**config.mk**
```make
export PLATFORM = sky130hd
export DESIGN_NAME = pdec_top
export DESIGN_NICKNAME = d
export VERILOG_FILES = /design/src/rtl/pdec_pkg.sv /design/src/rtl/pdec_field.sv /design/src/rtl/pdec_plane.sv /design/src/rtl/pdec_top.sv
export SDC_FILE = /design/constraint.sdc
export NUM_CORES = 1
export LEC_CHECK = 0
export BUFFER_PORTS_ARGS = -buffer_cell sky130_fd_sc_hd__buf_2
export CORE_MARGIN = 2
export CORE_UTILIZATION = 36
export DETAILED_ROUTE_END_ITERATION = 16
export GPL_TIMING_DRIVEN = 0
export PLACE_DENSITY = 0.84
export SLEW_MARGIN = 20
export SYNTH_ARGS = -nofsm -noshare
export SYNTH_HDL_FRONTEND = slang
export SYNTH_HIERARCHICAL = 1
export SYNTH_SLANG_ARGS = --single-unit
```
**constraint.sdc**
```tcl
create_clock -name vclk -period 1.24
set_clock_uncertainty 0.2 [all_clocks]
set_input_delay 0.124 -clock vclk [all_inputs]
set_output_delay 0.124 -clock vclk [all_outputs]
set_load 0.05 [all_outputs]
```
**src/rtl/pdec_pkg.sv**
```systemverilog
package pdec_pkg;

    // Default geometry of the decoder
    localparam int SLICE_W_DEF = 2;
    localparam int SLICES_DEF  = 3;

    // Value of slice f within index idx, for slices of width sw
    function automatic int slice_of(input int idx, input int f, input int sw);
        return (idx >> (f * sw)) & ((1 << sw) - 1);
    endfunction

endpackage

```
**src/rtl/pdec_field.sv**
```systemverilog
module pdec_field #(
    parameter int SLICE_W = pdec_pkg::SLICE_W_DEF,
    localparam int GRP_W  = 1 << SLICE_W
) (
    input  logic               en_i,
    input  logic [SLICE_W-1:0] fld_i,
    output logic [GRP_W-1:0]   grp_o
);

    // One gate per group line: enable AND a match on the slice value
    for (genvar v = 0; v < GRP_W; v++) begin : g_line
        assign grp_o[v] = en_i & (fld_i == SLICE_W'(v));
    end

endmodule

```
**src/rtl/pdec_plane.sv**
```systemverilog
module pdec_plane #(
    parameter int SLICE_W = pdec_pkg::SLICE_W_DEF,
    parameter int SLICES  = pdec_pkg::SLICES_DEF,
    localparam int GRP_W  = 1 << SLICE_W,
    localparam int ADDR_W = SLICE_W * SLICES,
    localparam int OUT_W  = 1 << ADDR_W
) (
    input  logic [SLICES*GRP_W-1:0] grp_i,
    output logic [OUT_W-1:0]        dec_o
);

    // Each output line ANDs one tap taken from every group
    for (genvar i = 0; i < OUT_W; i++) begin : g_out
        logic [SLICES-1:0] taps;
        for (genvar f = 0; f < SLICES; f++) begin : g_tap
            localparam int SEL = pdec_pkg::slice_of(i, f, SLICE_W);
            assign taps[f] = grp_i[f*GRP_W + SEL];
        end
        assign dec_o[i] = &taps;
    end

endmodule

```
**src/rtl/pdec_top.sv**
```systemverilog
module pdec_top #(
    parameter int SLICE_W = pdec_pkg::SLICE_W_DEF,
    parameter int SLICES  = pdec_pkg::SLICES_DEF,
    localparam int GRP_W  = 1 << SLICE_W,
    localparam int ADDR_W = SLICE_W * SLICES,
    localparam int OUT_W  = 1 << ADDR_W
) (
    input  logic              en_i,
    input  logic [ADDR_W-1:0] addr_i,
    output logic [OUT_W-1:0]  dec_o
);

    // Concatenated one-hot groups, group f at [f*GRP_W +: GRP_W]
    logic [SLICES*GRP_W-1:0] grp_w;

    for (genvar f = 0; f < SLICES; f++) begin : g_slice
        pdec_field #(.SLICE_W(SLICE_W)) u_field (
            .en_i  (en_i),
            .fld_i (addr_i[f*SLICE_W +: SLICE_W]),
            .grp_o (grp_w[f*GRP_W +: GRP_W])
        );
    end

    pdec_plane #(.SLICE_W(SLICE_W), .SLICES(SLICES)) u_plane (
        .grp_i (grp_w),
        .dec_o (dec_o)
    );

endmodule

```
==> results of run 1 <==
cell usage after synthesis:
cell type / count / share of area [%]
sky130_fd_sc_hd__buf_4: 3 / 3.5
sky130_fd_sc_hd__nor3b_2: 3 / 5.8
sky130_fd_sc_hd__and3_1: 59 / 57
sky130_fd_sc_hd__buf_6: 9 / 16
sky130_fd_sc_hd__and3b_1: 6 / 8.2
sky130_fd_sc_hd__and3_2: 8 / 9.3
cell families after synthesis:
logic type / share of synthesized area [%]
simple gates: 80.7
buf+inv: 19.3
metrics by stage:
stage               worst slack (ns)  area (sq um)  hold slack, ns
global placement              -0.357          1090           0.561
floorplan                    0.00221           706           0.357
detailed placement            -0.377          1090           0.568
==> impl_summary.md, run 1 <==
Run status
The stage where the flow stopped is 4_1_cts. The run stopped with a tool error. The first error in the log reads "[ERROR DPL-0038] Utilization greater than 100%, impossible to legalize".

Floorplan
After floorplanning, the core was divided into 15 placement rows. The chip width is 46.3 um. From bottom edge to top edge, the die measures 46.3 um. The number of top-level pins is 71. The initial cell density of the core is 37.7%.

CTS
In this run the post-CTS setup repair buffer count came out at 14. After clock tree synthesis, the flow added hold-fix buffers numbering 0. The number of instances resized during post-cts repair is 247.

Synth
Dividing the synthesized area by the synthesized cell count gives 7.31 sq um. The post-synth design cell area is 643 sq um. Sequential cells were found to cover 0% of the synthesized design area. The net count of the mapped netlist is 95. In the synthesized netlist, the number of instances is 88. The total number of yosys warnings is 6.

The distinct cell type count after synthesis is 6.

Placed design
The port buffer count is 71. After detailed placement, the design holds a cell count of 184. The HPWL after detailed placement is 1880 um. At the end of routability-driven placement, the weighted congestion stood at 0.717.
==> run 2: changes to the inputs <==
CORE_AREA = 2 2 63 65   (was unset)
CORE_MARGIN = unset   (was 2)
CORE_UTILIZATION = unset   (was 36)
DIE_AREA = 0 0 65 67   (was unset)
PLACE_DENSITY = unset   (was 0.84)
PLACE_DENSITY_LB_ADDON = 0.15   (was unset)
==> impl_summary.md, run 2 <==
Detailed routing
In the detailed route, the total length drawn on met3 is 185 um. The vias after detailed routing is 1116. Dividing the detail-routed wire length by the instance count gives 17.8 um. After detailed routing, the wire length on met1 is 1660 um.

The routed length on met2 is 2230 um. The highest metal layer carrying signal wires in the routed design is met4. The count of unresolved DRC violations after routing is 0. In the routed layout, each cell is associated on average with a via count of 4.83. In this run the remaining antenna-violating nets after routing total 0. After the first detailed-routing iteration, the DRC count stood at 35. Wires add up to 4100 um. The first-pass detailed-route iteration total is 2.

Finish
The number of flip-flops and latches is 0. The most frequent standard cell in the layout excluding fill and tap cells is sky130_fd_sc_hd__buf_8. The share of post-route cells with drive strength above 1 is 98.4%. The number of nets in the layout is 192. The register cell area after layout is 0 sq um. The number of clock buffers in the layout is 0. The final non-filler cell total is 231. The repair_antennas step left the layout with diodes totalling 0. Summing all non-filler instances in the final layout gives an area of 2370 sq um. Counting the fill cells in the layout gives 252. The area added between synthesis and finish is 269%. In the layout the commonest cells are sky130_fd_sc_hd__buf_8 (65), sky130_fd_sc_hd__and3_4 (61), sky130_fd_sc_hd__buf_6 (30).

Setup path
The kind of critical path is in2out. The kind of capture point of the worst setup path is an output pin. Of all nets on the critical path, the largest fanout is 5. The data required time of the critical path is 0.92 ns. For the worst setup path, the data arrival time is 1.06 ns. STA classifies the critical path startpoint as an input port.

Placed design
The last weighted congestion value of the routability-driven placer was 0.692 (was 0.717). The placed instance area is 1120 sq um (was 1090 sq um). The placement-stage worst setup slack is -0.430 ns (was -0.377 ns). The number of placed instances, taps included is 207 (was 184). The port buffer count was 71 (unchanged).

The HPWL after detailed placement is 2330 um (was 1880 um).

GRT
The via count of the first global-routing pass came to 1188. The largest net degree at the start of global routing is 13. The total congestion overflow after global routing is 0. The overall routing resource usage is 17.6%.

The first global-routing pass estimated 6050 um of wire. The number of antenna violations at the first check in global routing is 0.

Run status
The checks that failed: setup timing. Run status: complete, but fails checks (was did not finish).

Synth
The largest area contributor in the synthesized netlist is sky130_fd_sc_hd__and3_1 (unchanged). Leading post-synthesis cells by instance count: sky130_fd_sc_hd__and3_1 (59), sky130_fd_sc_hd__buf_6 (9), sky130_fd_sc_hd__and3_2 (8) (unchanged). The post-synth design cell area is 643 sq um (unchanged).

The net count of the mapped netlist came to 95 (unchanged). The distinct cell type count after synthesis was 6 (unchanged). The synthesized instance count came to 88 (unchanged). The part of the Yosys area used for sequential elements is 0% (unchanged).

The most used standard cell by instance count after synthesis is sky130_fd_sc_hd__and3_1 (unchanged). The area fraction of the dominant cell type after synthesis is 57.4% (unchanged). The synthesized area divided by synthesized cell count is 7.31 sq um (unchanged). The total number of yosys warnings is 6 (unchanged). Synth area leaders: sky130_fd_sc_hd__and3_1 (57%), sky130_fd_sc_hd__buf_6 (16%), sky130_fd_sc_hd__and3_2 (9.3%) (unchanged).

Pwr
VDD sags by at most 0.000116 V. For this design the static power due to leakage is 1.07 nW. Dividing total power by cell area gives a power density of 124 nW/um^2.

Floorplan
The die footprint is 4360 sq um. The initial cell density of the core is 17.8% (was 37.7%). The number of top-level pins is 71 (unchanged).

The vertical die dimension is 67 um (was 46.3 um). The number of placement rows is 22 (was 15). The chip width is 65 um (was 46.3 um). The placeable core area is 3610 sq um.

STA
The number of pins exceeding their max-slew limit in the final report is 0. The final worst setup slack is -0.140 ns. For the finished layout, the period the worst path requires is 1.38 ns. The fmax is 725 MHz.

Across all hold checks on the routed design, the worst slack comes to 0.494 ns. The sum of negative setup slack is -5.71 ns. The worst pin sits at a relative slew slack of 80.0%. Setup violations remaining at the end of the flow were counted as 62. For the pin with the worst max-slew slack, the measured transition is 0.300 ns. The final-report hold violation count was 0. The final worst-path cycle share is 111%.

Setup repair after global routing could not meet its margin everywhere.

Job
The max-cap check violation count is 0.

Worst hold path
The worst hold-check path type is in2out.
run 2: cell counts after synthesis:
No cell type changed its count.
run 2: final timing paths:
path / startpoint / to / slack, ns / depth (start not counted)
worst max-delay path: addr_i[3] / dec_o[52] / -0.14 / 5
worst min-delay path: addr_i[3] / dec_o[51] / 0.49 / 4
run 2: final cells by class:
cell class,instances,area (sq um),area share [%]
tap,48,60.1,2.53
buffer,12,139,5.86
multi-input combinational,76,845,35.6
timing repair buffer,95,1330,56.0
run 2: stage by stage:
| stage | util, % | power [mW] |
|---|---|---|
| CTS | 62.6 | 0.273 |
| detailed placement | 31.1 | 0.142 |
| global placement | 31.1 | 0.138 |
| floorplan | - | 0.0908 |
| finish | 65.8 | 0.295 |
| global route | 65.8 | 0.310 |
run 2: routing by layer:
layer  vias up  global-route usage, %
li1        525                      -
met1       548                   20.6
met2        41                   36.0
met3         2                   1.18
met4         0                  0.798
met5         -                      0
run 2: cell families (layout without fill, tap and decap cells):
kind of cell / after synthesis / count (layout) / synth area share (%)
buf+inv: 12 / 107 / 19.3
simple gates: 76 / 76 / 80.7
run 2: critical path, cell delays in order:
cell and delay, ns:
sky130_fd_sc_hd__buf_8 0.10, sky130_fd_sc_hd__and3b_2 0.34, sky130_fd_sc_hd__buf_6 0.15, sky130_fd_sc_hd__and3_4 0.19, sky130_fd_sc_hd__buf_8 0.14
run 2: power by group:
| group | switching [mW] | leakage [nW] | internal [mW] |
|---|---|---|---|
| clock | 0 | 0 | 0 |
| sequential | 0 | 0 | 0 |
| combinational | 0.137 | 1.07 | 0.158 |
run 2: timing repair:
action | 4_1_cts | 5_1_grt
pin swaps | 21 | 16
endpoints found under the setup margin | 64 | 64
resized for setup | 269 | 29
hold buffers | 0 | 0
endpoints found under the hold margin | 0 | 0
cloned | 6 | 1
setup buffers | 17 | 0
Power figures use the tool's default switching activity.
